$ cat src/rtl/pgs_pkg.sv
package pgs_pkg;

    localparam int ADDR_W = 12;
    localparam int DATA_W = 32;
    localparam int DLY_W  = 6;
    localparam int HI_LSB = 8;

    localparam logic [ADDR_W-1:0] OFS_CTRL = 12'h000;
    localparam logic [ADDR_W-1:0] OFS_GATE = 12'h260;
    localparam logic [ADDR_W-1:0] OFS_UPT  = 12'h264;
    localparam logic [ADDR_W-1:0] OFS_DNT  = 12'h268;

    typedef enum logic [2:0] {
        ST_IDLE,
        ST_DN_ISO,
        ST_DN_SW,
        ST_UP_SW,
        ST_UP_ISO
    } seq_state_t;

    // lead = low field (first phase), tail = high field (second phase)
    typedef struct packed {
        logic [DLY_W-1:0] tail;
        logic [DLY_W-1:0] lead;
    } phase_dly_t;

    // bit 1 power-up, bit 0 power-down
    typedef struct packed {
        logic req_up;
        logic req_dn;
    } req_t;

    // counter preload: a phase of d cycles (d=0 treated as 1) loads d-1
    function automatic logic [DLY_W-1:0] load_val(input logic [DLY_W-1:0] d);
        return (d == '0) ? '0 : d - 1'b1;
    endfunction

    function automatic logic [DATA_W-1:0] pack_dly(input phase_dly_t p);
        logic [DATA_W-1:0] w;
        w = '0;
        w[DLY_W-1:0]         = p.lead;
        w[HI_LSB +: DLY_W]   = p.tail;
        return w;
    endfunction

endpackage

$ cat src/rtl/pgs_regs.sv
module pgs_regs
    import pgs_pkg::*;
#(
    parameter logic [DLY_W-1:0] DLY_RST = 1
) (
    input  logic              clk,
    input  logic              rst,
    input  logic              bus_we,
    input  logic [ADDR_W-1:0] bus_addr,
    input  logic [DATA_W-1:0] bus_wdata,
    output logic [DATA_W-1:0] bus_rdata,
    output logic              gate_en,
    output phase_dly_t        up_dly,
    output phase_dly_t        dn_dly,
    output req_t              req,
    input  req_t              clr
);

    logic [1:0] req_q;
    logic [1:0] set_bits;

    assign set_bits = (bus_we && bus_addr == OFS_CTRL) ? bus_wdata[1:0] : 2'b00;
    assign req      = req_t'(req_q);

    always_ff @(posedge clk) begin
        if (rst) begin
            gate_en     <= 1'b0;
            up_dly.lead <= DLY_RST;
            up_dly.tail <= DLY_RST;
            dn_dly.lead <= DLY_RST;
            dn_dly.tail <= DLY_RST;
            req_q       <= 2'b00;
        end else begin
            req_q <= (req_q & ~{clr.req_up, clr.req_dn}) | set_bits;
            if (bus_we) begin
                case (bus_addr)
                    OFS_GATE: gate_en <= bus_wdata[0];
                    OFS_UPT: begin
                        up_dly.lead <= bus_wdata[DLY_W-1:0];
                        up_dly.tail <= bus_wdata[HI_LSB +: DLY_W];
                    end
                    OFS_DNT: begin
                        dn_dly.lead <= bus_wdata[DLY_W-1:0];
                        dn_dly.tail <= bus_wdata[HI_LSB +: DLY_W];
                    end
                    default: ;
                endcase
            end
        end
    end

    always_comb begin
        bus_rdata = '0;
        case (bus_addr)
            OFS_CTRL: bus_rdata[1:0] = req_q;
            OFS_GATE: bus_rdata[0]   = gate_en;
            OFS_UPT:  bus_rdata      = pack_dly(up_dly);
            OFS_DNT:  bus_rdata      = pack_dly(dn_dly);
            default:  bus_rdata      = '0;
        endcase
    end


    clr_dn_pending_chk: assert property (@(posedge clk) disable iff (rst)
        clr.req_dn |-> req_q[0]);

    clr_up_pending_chk: assert property (@(posedge clk) disable iff (rst)
        clr.req_up |-> req_q[1]);

endmodule

$ cat src/rtl/pgs_phase_cnt.sv
module pgs_phase_cnt
    import pgs_pkg::*;
(
    input  logic             clk,
    input  logic             rst,
    input  logic             load,
    input  logic [DLY_W-1:0] load_v,
    output logic             expired
);

    logic [DLY_W-1:0] cnt;

    always_ff @(posedge clk) begin
        if (rst)
            cnt <= '0;
        else if (load)
            cnt <= load_v;
        else if (cnt != '0)
            cnt <= cnt - 1'b1;
    end

    assign expired = (cnt == '0);


    cnt_down_step_chk: assert property (@(posedge clk) disable iff (rst)
        (!load && cnt != '0) |=> (cnt == $past(cnt) - 1'b1));

endmodule

$ cat src/rtl/pgs_seq.sv
module pgs_seq
    import pgs_pkg::*;
(
    input  logic       clk,
    input  logic       rst,
    input  req_t       req,
    input  logic       gate_en,
    input  phase_dly_t up_dly,
    input  phase_dly_t dn_dly,
    output req_t       clr,
    output logic       iso_en,
    output logic       sw_en,
    output logic       busy,
    output logic       done
);

    seq_state_t       state, state_n;
    logic             iso_n, sw_n, done_n;
    logic             ld;
    logic [DLY_W-1:0] ld_v;
    logic             expired;

    pgs_phase_cnt u_cnt (
        .clk     (clk),
        .rst     (rst),
        .load    (ld),
        .load_v  (ld_v),
        .expired (expired)
    );

    always_comb begin
        state_n = state;
        iso_n   = iso_en;
        sw_n    = sw_en;
        done_n  = 1'b0;
        ld      = 1'b0;
        ld_v    = '0;
        clr     = '0;
        case (state)
            ST_IDLE: begin
                if (req.req_dn) begin
                    if (gate_en && sw_en) begin
                        state_n = ST_DN_ISO;
                        iso_n   = 1'b1;
                        ld      = 1'b1;
                        ld_v    = load_val(dn_dly.lead);
                    end else begin
                        clr.req_dn = 1'b1;
                        done_n     = 1'b1;
                    end
                end else if (req.req_up) begin
                    if (!sw_en) begin
                        state_n = ST_UP_SW;
                        sw_n    = 1'b1;
                        ld      = 1'b1;
                        ld_v    = load_val(up_dly.lead);
                    end else begin
                        clr.req_up = 1'b1;
                        done_n     = 1'b1;
                    end
                end
            end
            ST_DN_ISO: if (expired) begin
                state_n = ST_DN_SW;
                sw_n    = 1'b0;
                ld      = 1'b1;
                ld_v    = load_val(dn_dly.tail);
            end
            ST_DN_SW: if (expired) begin
                state_n    = ST_IDLE;
                clr.req_dn = 1'b1;
                done_n     = 1'b1;
            end
            ST_UP_SW: if (expired) begin
                state_n = ST_UP_ISO;
                iso_n   = 1'b0;
                ld      = 1'b1;
                ld_v    = load_val(up_dly.tail);
            end
            ST_UP_ISO: if (expired) begin
                state_n    = ST_IDLE;
                clr.req_up = 1'b1;
                done_n     = 1'b1;
            end
            default: state_n = ST_IDLE;
        endcase
    end

    always_ff @(posedge clk) begin
        if (rst) begin
            state  <= ST_IDLE;
            iso_en <= 1'b0;
            sw_en  <= 1'b1;
            done   <= 1'b0;
        end else begin
            state  <= state_n;
            iso_en <= iso_n;
            sw_en  <= sw_n;
            done   <= done_n;
        end
    end

    assign busy = (state != ST_IDLE);


    iso_while_off_chk: assert property (@(posedge clk) disable iff (rst)
        !sw_en |-> iso_en);

    sw_open_after_iso_chk: assert property (@(posedge clk) disable iff (rst)
        $fell(sw_en) |-> $past(iso_en));

    iso_release_powered_chk: assert property (@(posedge clk) disable iff (rst)
        $fell(iso_en) |-> $past(sw_en));

    gate_blocks_down_chk: assert property (@(posedge clk) disable iff (rst)
        $rose(iso_en) |-> $past(gate_en));

    done_not_busy_chk: assert property (@(posedge clk) disable iff (rst)
        done |-> !busy);

    idle_outputs_stable_chk: assert property (@(posedge clk) disable iff (rst)
        !busy |-> ($stable(sw_en) && $stable(iso_en)));

endmodule

$ cat src/rtl/pwr_gate_seq.sv
module pwr_gate_seq
    import pgs_pkg::*;
#(
    parameter logic [DLY_W-1:0] DLY_RST = 1
) (
    input  logic              clk,
    input  logic              rst,
    input  logic              bus_we,
    input  logic [ADDR_W-1:0] bus_addr,
    input  logic [DATA_W-1:0] bus_wdata,
    output logic [DATA_W-1:0] bus_rdata,
    output logic              iso_en,
    output logic              sw_en,
    output logic              busy,
    output logic              done
);

    logic       gate_en;
    phase_dly_t up_dly, dn_dly;
    req_t       req, clr;

    pgs_regs #(.DLY_RST(DLY_RST)) u_regs (
        .clk       (clk),
        .rst       (rst),
        .bus_we    (bus_we),
        .bus_addr  (bus_addr),
        .bus_wdata (bus_wdata),
        .bus_rdata (bus_rdata),
        .gate_en   (gate_en),
        .up_dly    (up_dly),
        .dn_dly    (dn_dly),
        .req       (req),
        .clr       (clr)
    );

    pgs_seq u_seq (
        .clk     (clk),
        .rst     (rst),
        .req     (req),
        .gate_en (gate_en),
        .up_dly  (up_dly),
        .dn_dly  (dn_dly),
        .clr     (clr),
        .iso_en  (iso_en),
        .sw_en   (sw_en),
        .busy    (busy),
        .done    (done)
    );

endmodule

$ cat config.mk
export PLATFORM = sky130hd
export DESIGN_NAME = pwr_gate_seq
export DESIGN_NICKNAME = d
export VERILOG_FILES = /design/src/rtl/pgs_pkg.sv /design/src/rtl/pgs_regs.sv /design/src/rtl/pgs_phase_cnt.sv /design/src/rtl/pgs_seq.sv /design/src/rtl/pwr_gate_seq.sv
export SDC_FILE = /design/constraint.sdc
export NUM_CORES = 1
export LEC_CHECK = 0
export ABC_AREA = 1
export ABC_CLOCK_PERIOD_IN_PS = 2000
export BUFFER_PORTS_ARGS = -buffer_cell sky130_fd_sc_hd__buf_2
export CORE_ASPECT_RATIO = 1.5
export CORE_MARGIN = 2
export CORE_UTILIZATION = 49
export CTS_BUF_LIST = sky130_fd_sc_hd__clkbuf_16
export DETAILED_ROUTE_END_ITERATION = 12
export PLACE_DENSITY = 0.76
export SKIP_LAST_GASP = 1
export SLEW_MARGIN = 0
export SYNTH_ARGS = -nofsm -noshare
export SYNTH_HDL_FRONTEND = slang
export SYNTH_SLANG_ARGS = --single-unit
export TNS_END_PERCENT = 50
$ cat constraint.sdc
create_clock -name clk -period 2 [get_ports clk]
set_clock_uncertainty 0.2 [all_clocks]
set_input_delay 0.5 -clock clk [delete_from_list [all_inputs] [get_ports clk]]
set_output_delay 0.5 -clock clk [all_outputs]
set_load 0.03 [all_outputs]
==> metrics, run 1 <==
run status complete, but fails checks; violated checks setup timing; min Tclk post-route approximately 2.4 ns; Die Y a little under 100 µm; Clk pwr share a little under two fifths; CTS tree yes; Pre-Repair DR Iteration Count 4; RSZ-0062 raised after global routing true; Slowest cell on crit path nor3_4; H-tree lvl count 2; stages on the worst setup path 11; Post-DP HPWL 5.94 mm; Max Clk Rate around 420 MHz; Switching Power around 0.74 mW; largest net degree at the start of global routing 26; top sig layer met4; met3 WL between 300 and 400 µm; pre-CTS setup slack -0.488 ns; cell mode on critical path buf_4; Crit path buffers/inverters 7; hold depth 2; Worst Setup End Kind primary output; Clk Latency, worst-skew pair between 0.2 and 0.3 ns; setup slack after layout -0.390 ns; Hold-fix buffers, CTS 0; post-DR wirelength/cell 15.0 µm; crit start category input pin; maximum buffer depth of the clock tree 2; ANT cells 0; FP Rows 34; Main synth FF type dfxtp_1; worst path required time around 1.3 ns; CP cell instances buf_6 -> inv_4 -> nand3_4 -> nor3_4 -> buf_4 -> buf_4 -> buf_4 -> buf_4 -> nand4_1 -> o2111ai_4 -> buf_6; PortBufs 42; CTS Root Buffer Type clkbuf_16; Seq/Total Area, Yosys 27.3%; Antenna Nets Post-Route 0; RD Place Congestion around 0.9; Syn Area/Cell ~7 µm²; critical path type in -> out; Logic pwr share between 20% and 30%; residual DRC count 0; commonest cells after routing, fill and taps aside 43 x inv_1, 39 x nand2_1, 39 x dfxtp_1, 35 x nand3_1, 33 x a21oi_1; most common cell after layout, fill and taps aside inv_1; Fin Setup TNS -4.24 ns; Final Cycle Share 119%; I/O pins 83; CP delay by family, top buffers and inverters; Iter 0 DRT Violations around 120; worst path arrival time about 1.7 ns; asr flop ratio synth 0%; Leak Pwr between 1.5 and 2 nW; Final nets between 500 and 600; Max Cap Viol 0; EDFF count, synth 0; Layout area overhead 33.7%; synthesized instance count 401; Power Total roughly 2.4 mW; R2R depth 9; pwr dens ~600 mW/mm²; GRT Total Usage approximately a quarter; initial antenna violation count 0; Sw Ratio between 30% and 40%; Internal Power 1.62 mW; Max VDD drop about 0.45 mV; Final Setup Violations 12; DRT met1 WL around 3.0 mm; CP Max Fanout 3; global-route wire length before repair 13.3 mm; Slew Viols, Final 0; CTS buffer count 5; routed vias a little under 3000; # clock sinks 39; CORE AREA around 0.0057 mm²; slowest stage delay, CP around 0.18 ns; Synth Warn # 0; Initial Util roughly half; layout cell share with drive strength beyond 1 between 20% and 30%; Hold/Removal Path Class reg -> reg; routed vias/inst 5.44; die area 0.00648 mm²; sequential power share a little over a third; R2R setup slack 0.20 ns; Yosys reg bits 39; met2 WL around 4.6 mm; vias in the first global route 2877; Netlist cell types 42; Total Wirelength ~8 mm; Die X between 60 and 70 µm; GRT overflow 0; Final Hold Fails 0; clock-pin transition on the worst setup and hold timing paths ~0.06 ns; mapped cell area 0.00286 mm²
final timing paths:
path / start / end
min: u_seq.iso_en / u_seq.iso_en
min reg2reg: u_seq.iso_en / u_seq.iso_en
max reg2reg: u_regs.dn_dly[1] / u_seq.u_cnt.cnt[3]
max: bus_addr[10] / bus_rdata[0]
synthesized netlist by cell type (2+ instances only):
cell type / count / area, µm²
nor2_4: 4 / 45.0
nand3b_4: 2 / 40.0
dfxtp_1: 39 / 781
nor3_2: 3 / 30.0
nand4_1: 18 / 113
a21oi_1: 33 / 165
clkinv_1: 3 / 11.3
nor2_2: 2 / 12.5
inv_1: 47 / 176
nand2_1: 39 / 146
xor2_1: 10 / 87.6
nand2_4: 3 / 33.8
a21oi_2: 3 / 26.3
nor2_8: 2 / 40.0
xnor2_1: 7 / 61.3
o21ai_1: 27 / 135
nand3_1: 38 / 190
o22ai_1: 13 / 81.3
o21ai_0: 5 / 25.0
ha_1: 10 / 125
inv_2: 6 / 22.5
clkbuf_1: 7 / 26.3
buf_4: 22 / 165
nor4_1: 2 / 12.5
nor2_1: 29 / 109
nand2_2: 7 / 43.8
o211ai_1: 4 / 30.0
nor3_1: 2 / 10.0
power by group through the flow:
stage / registers [mW] / logic, mW / clock network, mW
final: 0.856 / 0.607 / 0.896
after global routing: 0.859 / 0.665 / 0.930
after detailed placement: 0.873 / 0.591 / 0
after global placement: 0.870 / 0.574 / 0
after CTS: 0.856 / 0.606 / 0.897
after floorplan: 0.864 / 0.512 / 0
tightest hold or removal path, stage by stage (launching register included):
cell and delay, ns:
dfxtp_1 0.30, nand2_1 0.06, a21oi_1 0.06
what timing repair did:
item                                    in CTS  in global routing
buffers inserted                             6                  0
endpoints found under the setup margin      12                 12
cloned                                       2                  0
gates resized for setup                     37                  2
pin swaps                                    8                  0
cell type report:
class | instances | area (µm²)
clock inverters | 3 | 38.8
multi-input cells | 293 | 1980
clock buffers | 5 | 125
well taps | 72 | 90.1
flip-flops and latches | 39 | 781
repair buffers | 67 | 564
inverters | 58 | 244
fillers | 492 | 1920
registers in the layout, indices dropped and copies added (netlist names):
register         flops
u_regs.dn_dly       12
u_seq.u_cnt.cnt      6
u_regs.gate_en       1
u_seq.iso_en         1
u_regs.up_dly       12
u_seq.done           1
u_seq.state          3
u_seq.sw_en          1
u_regs.req           2
stage by stage:
| step | util [%] | instance area (µm²) | hold WS [ns] | cells |
|---|---|---|---|---|
| 2_1_floorplan | - | 3190 | 0.251 | 420 |
| 3_3_place_gp | 59.4 | 3410 | 0.248 | 521 |
| 3_5_place_dp | 59.4 | 3410 | 0.259 | 521 |
| 4_1_cts | 66.5 | 3820 | 0.260 | 537 |
| 5_1_grt | 66.6 | 3830 | 0.277 | 537 |
| 6_report | 66.6 | 3830 | 0.263 | 537 |
cell families (layout without fill, tap and decap cells):
group	Yosys count	after routing	share of synthesized area (%)
other	1	20	0.131
AO/OA/AOI/OAI	91	91	18.1
adder cells (fa/ha/maj)	10	10	4.37
flip-flops	39	39	27.3
AND/OR/NAND/NOR	155	155	30.3
XOR/XNOR	17	17	5.20
buffers and inverters	88	133	14.6
per-layer routing:
layer  up-vias  track usage [%]
li1       1450                -
met1      1376             28.5
met2        77             48.9
met3        17             4.40
met4         0             10.0
met5         -                0
No activity file was read; power rests on OpenSTA's default activity.
==> run 2, diff against run 1 <==
==> constraint.sdc (replaced) <==
create_clock -name clk -period 2 [get_ports clk]
set_clock_uncertainty 0.2 [all_clocks]
set_input_delay 0.5 -clock clk [delete_from_list [all_inputs] [get_ports clk]]
set_output_delay 0.5 -clock clk [all_outputs]
set_load 0.1 [all_outputs]
==> run 2 against run 1 <==
Compared with the run above:
- the run still ends with setup timing left
- clock power decreased by 14%
- sequential power about the same
- design area increased by 2.8%
- largest cell class unchanged
- worst hold slack got worse by 0.0029 ns
- die area unchanged
- power decreased by 0.67%
- critical path depth decreased by 3
- routed wire length increased by 0.30%
- count of clock-buffer cells in the layout unchanged
- first-iteration DRC count increased by 38%
==> metrics, run 2 (synthesized netlist as in run 1, its figures left out) <==
Iter 0 DRT Violations 164 (was 119); run status complete, but fails checks (unchanged); CP Max Fanout 6 (was 3); routed vias 2950 (was 2920); global-route wire length before repair 13.7 mm (was 13.3 mm); Leak Pwr 1.58 nW (was 1.56 nW); Slew Viols, Final 0 (unchanged); min Tclk post-route 2.44 ns (was 2.39 ns); RD Place Congestion 0.881 (was 0.904); Hold/Removal Path Class reg -> reg (unchanged); # clock sinks 39 (unchanged); Max VDD drop 0.391 mV (was 0.453 mV); hold wc startpoint u_seq.iso_en (unchanged); non-filler cells, final 538 (was 537); Placed Instances 522 (was 521); Pre-Repair DR Iteration Count 4 (unchanged); worst path required time 1.30 ns (about the same); Final Cycle Share 122% (was 119%); ANT cells 0 (unchanged); CTS tree yes (unchanged); FF/Latch Area 781 µm² (unchanged); reg2reg start u_seq.u_cnt.cnt[0] (was u_regs.dn_dly[1]); layout cell share with drive strength beyond 1 29.2% (was 28.8%); Total Wirelength 8.08 mm (was 8.06 mm); placed cell areas 0.00364 mm² (was 0.00341 mm²); initial antenna violation count 0 (unchanged); Initial Util 49.8% (unchanged); Power Total 2.34 mW (was 2.36 mW); GRT Total Usage 27.2% (was 26.4%); setup slack after layout -0.437 ns (was -0.390 ns); Min-Delay Endpoint u_seq.iso_en (unchanged); RSZ-0062 raised after global routing true (unchanged); top flop regs u_regs.dn_dly x12, u_regs.up_dly x12, u_seq.u_cnt.cnt x6 (unchanged); H-tree lvl count 2 (unchanged); pwr dens 596 mW/mm² (was 617 mW/mm²); Die Y 97.6 µm (unchanged); post-DR wirelength/cell 15.0 µm (about the same); critical path type in -> out (unchanged); Final Hold Fails 0 (unchanged); Fin Setup TNS -4.69 ns (was -4.24 ns); clock-pin transition on the worst setup and hold timing paths 0.05 ns (was 0.06 ns); Max Cap Viol 0 (unchanged); I/O pins 83 (unchanged); PortBufs 42 (unchanged); most common cell after layout, fill and taps aside inv_1 (unchanged); Final nets 522 (was 521); crit start category input pin (unchanged); Post-DP HPWL 6.06 mm (was 5.94 mm); CTS buffer count 5 (unchanged); Clk Latency, worst-skew pair 0.28 ns (about the same); fin util 68.5% (was 66.6%); CTS Root Buffer Type clkbuf_16 (unchanged); Max Clk Rate 410 MHz (was 418 MHz); RR Endpoint u_seq.u_cnt.cnt[5] (was u_seq.u_cnt.cnt[3]); hold depth 2 (unchanged); worst path arrival time 1.74 ns (was 1.69 ns); routed vias/inst 5.48 (was 5.44); FP Rows 34 (unchanged); Final Setup Violations 12 (unchanged); R2R depth 9 (unchanged); CP cell instances buf_6 -> nor2_4 -> inv_2 -> nor3_4 -> nand3_4 -> buf_12 -> o22ai_4 -> buf_12 (was buf_6 -> inv_4 -> nand3_4 -> nor3_4 -> buf_4 -> buf_4 -> buf_4 -> buf_4 -> nand4_1 -> o2111ai_4 -> buf_6); multi-input combinational cell area 0.00198 mm² (unchanged); slowest stage delay, CP 0.21 ns (was 0.18 ns); cell mode on critical path buf_12 (was buf_4); Layout area overhead 37.4% (was 33.7%); maximum buffer depth of the clock tree 2 (unchanged); Die X 66.4 µm (unchanged); Worst Setup End Kind primary output (unchanged); R2R setup slack 0.21 ns (was 0.20 ns); violated checks setup timing (unchanged); final instance area 0.00393 mm² (was 0.00383 mm²); die area 0.00648 mm² (unchanged); commonest cells after routing, fill and taps aside 43 x inv_1, 39 x nand2_1, 39 x dfxtp_1, 35 x nand3_1, 33 x a21oi_1 (unchanged); Antenna Nets Post-Route 0 (unchanged); CORE AREA 0.00574 mm² (unchanged); final hold slack 0.260 ns (was 0.263 ns); pre-CTS setup slack -0.551 ns (was -0.488 ns); GRT overflow 0 (unchanged); Slowest cell on crit path nor3_4 (unchanged); Hold-fix buffers, CTS 0 (unchanged); vias in the first global route 3124 (was 2877); largest net degree at the start of global routing 26 (unchanged); residual DRC count 0 (unchanged); fillers 457 (was 492)
==> run 2: cell count changes in the layout (fill, tap and decap cells not counted), moves of 2 or more <==
cell | previous run | this run
buf_12 | 2 | 15
buf_2 | 27 | 24
buf_6 | 15 | 8
clkinv_2 | 2 | 4
==> run 2: power by group <==
group	internal (mW)	switching (mW)
sequential	0.820	0.0347
clock	0.455	0.314
combinational	0.216	0.503
total	1.49	0.852
==> run 2: final cells by class <==
cell class                      count  share of cell area, %
Clock inverter                      3                  0.382
Inverter                           58                   6.20
Clock buffer                        5                   3.18
Sequential cell                    39                   19.8
Multi-Input combinational cell    293                   50.4
Timing Repair Buffer               68                   17.7
Tap cell                           72                   2.29
==> run 2: worst max-delay path by stage <==
stage	endpoint	startpoint	cells after the start	slack (ns)
6_report	bus_rdata[13]	bus_addr[0]	8	-0.44
5_1_grt	bus_rdata[1]	bus_addr[2]	8	-0.48
4_1_cts	bus_rdata[2]	bus_addr[10]	9	-0.44
3_5_place_dp	bus_rdata[13]	bus_addr[8]	8	-0.55
3_3_place_gp	bus_rdata[10]	bus_addr[8]	8	-0.51
2_1_floorplan	bus_rdata[13]	bus_addr[8]	6	-0.53
==> run 2: critical path, delay by kind of cell <==
family | cells | cell delay, ns
buf+inv | 4 | 0.55
compound gates | 1 | 0.20
simple gates | 3 | 0.48
==> run 2: repair_timing <==
item | 4_1_cts | 5_1_grt
endpoints found under the setup margin | 12 | 12
endpoints found under the hold margin | 0 | 0
pin swaps | 5 | 5
setup buffers | 5 | 2
gates resized for setup | 12 | 4
gates cloned | 1 | 0
==> run 2: layer usage <==
layer	part of all wire, %	vias up	track usage [%]
li1	-	1450	-
met1	36	1383	27.6
met2	57	93	51.7
met3	3.3	24	3.36
met4	3.6	0	13.5
met5	0	-	0
==> run 3, diff against run 2 <==
--- a/config.mk
+++ b/config.mk
@@ -6,7 +6,7 @@
 export NUM_CORES = 1
 export LEC_CHECK = 0
 export ABC_AREA = 1
-export ABC_CLOCK_PERIOD_IN_PS = 2000
+export ABC_CLOCK_PERIOD_IN_PS = 2900
 export BUFFER_PORTS_ARGS = -buffer_cell sky130_fd_sc_hd__buf_2
 export CORE_ASPECT_RATIO = 1.5
 export CORE_MARGIN = 2
==> constraint.sdc (replaced) <==
create_clock -name clk -period 2.9 [get_ports clk]
set_clock_uncertainty 0.2 [all_clocks]
set_input_delay 0.725 -clock clk [delete_from_list [all_inputs] [get_ports clk]]
set_output_delay 0.725 -clock clk [all_outputs]
set_load 0.1 [all_outputs]
==> run 3 against run 2 <==
Compared with the run above:
- the run still ends with setup timing left
- die area is the same
- first-iteration DRC count up 19%
- worst hold slack better by 0.0038 ns
- largest power group unchanged
==> metrics, run 3 (synthesized netlist as in run 1, its figures left out) <==
run status complete, but fails checks (unchanged); violated checks setup timing (unchanged); worst path arrival time 1.98 ns (was 1.74 ns); clock-pin transition on the worst setup and hold timing paths 0.06 ns (was 0.05 ns); most common cell after layout, fill and taps aside inv_1 (unchanged); I/O pins 83 (unchanged); Max Cap Viol 0 (unchanged); CP Max Fanout 5 (was 6); multi-input combinational cell area 0.00195 mm² (was 0.00198 mm²); Slew Limit Headroom about half; post-DR wirelength/cell 14.5 µm (was 15.0 µm); vias in the first global route 2848 (was 3124); largest net degree at the start of global routing 27 (was 26); Worst Setup End Kind primary output (unchanged); FP Rows 34 (unchanged); Final Cycle Share 100%; Final nets 505 (was 522); worst path required time 1.98 ns (was 1.30 ns); FF/Latch Area 781 µm² (unchanged); die area 0.00648 mm² (unchanged); CORE AREA 0.00574 mm² (unchanged); top flop regs u_regs.dn_dly x12, u_regs.up_dly x12, u_seq.u_cnt.cnt x6 (unchanged); PortBufs 42 (unchanged); residual DRC count 0 (unchanged); Fin Setup TNS -0.00361 ns (was -4.69 ns); CTS tree yes (unchanged); Antenna Nets Post-Route 0 (unchanged); maximum buffer depth of the clock tree 2 (unchanged); R2R setup slack 1.07 ns (was 0.21 ns); hold wc startpoint u_seq.iso_en (unchanged); # clock sinks 39 (unchanged); worst setup path endpoint bus_rdata[5] (was bus_rdata[13]); routed vias 2879 (was 2950); CTS buffer count 5 (unchanged); global-route wire length before repair 12.4 mm (was 13.7 mm); Clk Latency, worst-skew pair 0.28 ns (about the same); hold depth 2 (unchanged); Power Total 1.62 mW (was 2.34 mW); Total Wirelength 7.57 mm (was 8.08 mm); pwr dens 434 mW/mm² (was 596 mW/mm²); Final Hold Fails 0 (unchanged); RD Place Congestion 0.874 (was 0.881); min Tclk post-route 2.90 ns; Leak Pwr 1.47 nW (was 1.58 nW); R2R depth 7 (was 9); Layout area overhead 30.1% (was 37.4%); fillers 501 (was 457); Max VDD drop 0.357 mV (was 0.391 mV); commonest cells after routing, fill and taps aside 43 x inv_1, 39 x nand2_1, 39 x dfxtp_1, 35 x nand3_1, 33 x a21oi_1 (unchanged); initial antenna violation count 0 (unchanged); CP Launch Point bus_addr[10] (was bus_addr[0]); ANT cells 0 (unchanged); GRT overflow 0 (unchanged); Worst-Margin Slew 0.758 ns; Pre-Repair DR Iteration Count 4 (unchanged); GRT Total Usage 24.4% (was 27.2%); pre-CTS setup slack -0.0302 ns (was -0.551 ns); Iter 0 DRT Violations 195 (was 164); reg2reg start u_regs.req[0] (was u_seq.u_cnt.cnt[0]); Final Setup Violations 1 (was 12); Die X 66.4 µm (unchanged); critical path type in -> out (unchanged); CTS Root Buffer Type clkbuf_16 (unchanged); H-tree lvl count 2 (unchanged); Hold/Removal Path Class reg -> reg (unchanged); Max Clk Rate approximately 340 MHz; Initial Util 49.8% (unchanged); crit start category input pin (unchanged); layout cell share with drive strength beyond 1 26.1% (was 29.2%); setup slack after layout -0.00361 ns (was -0.437 ns); RR Endpoint u_seq.u_cnt.cnt[5] (unchanged); Post-DP HPWL 5.73 mm (was 6.06 mm); routed vias/inst 5.53 (was 5.48); Slew Viols, Final 0 (unchanged); Die Y 97.6 µm (unchanged); RSZ-0062 raised after global routing true (unchanged)
## run 3: layer usage
layer | vias up | global-route usage, % | wire, µm
met3 | 29 | 3.71 | 289
met4 | 0 | 14.9 | 352
li1 | 1413 | - | -
met2 | 101 | 42.5 | 4150
met1 | 1336 | 26.5 | 2780
met5 | - | 0 | 0
## run 3: final cells by class
| type | instances | share of cell area (%) |
|---|---|---|
| clock buffer | 5 | 3.36 |
| clock inverter | 3 | 0.537 |
| inverter | 58 | 6.21 |
| multi-input combinational | 293 | 52.5 |
| sequential | 39 | 21.0 |
| tap | 72 | 2.42 |
| timing repair buffer | 51 | 14.0 |
## run 3: power breakdown
part           internal [mW]  total (mW)  leakage (nW)  switching [mW]
sequential             0.565       0.590         0.316          0.0243
clock                  0.317       0.541        0.0674           0.224
combinational          0.142       0.487          1.09           0.345
total                   1.02        1.62          1.47           0.593
## run 3: worst min path at each step
| stage | to |
|---|---|
| floorplan | u_regs.gate_en |
| global placement | u_seq.iso_en |
| detailed placement | u_seq.iso_en |
| CTS | u_seq.iso_en |
| global route | u_seq.iso_en |
| finish | u_seq.iso_en |
## run 3: timing repair
action                     CTS  global route
cloned                       0             1
gates resized for setup      0            15
pin swaps                    1             2
setup buffers                0             4
hold buffers                 0             0
setup endpoints to repair    3            10
## run 3: metrics by stage
step | std cells | hold WS, ns | util (%) | area [µm²]
CTS | 516 | 0.266 | 62.8 | 3610
detailed placement | 508 | 0.259 | 60.3 | 3460
floorplan | 420 | 0.251 | - | 3160
finish | 521 | 0.264 | 64.9 | 3720
global placement | 508 | 0.248 | 60.3 | 3460
global route | 521 | 0.292 | 64.9 | 3720
## run 3: worst max-delay path: stages
cell and delay [ns]:
buf_8 0.10, inv_6 0.05, nand3_4 0.08, nor3_4 0.27, nand3_4 0.18, buf_12 0.19, o22ai_4 0.18, buf_12 0.19
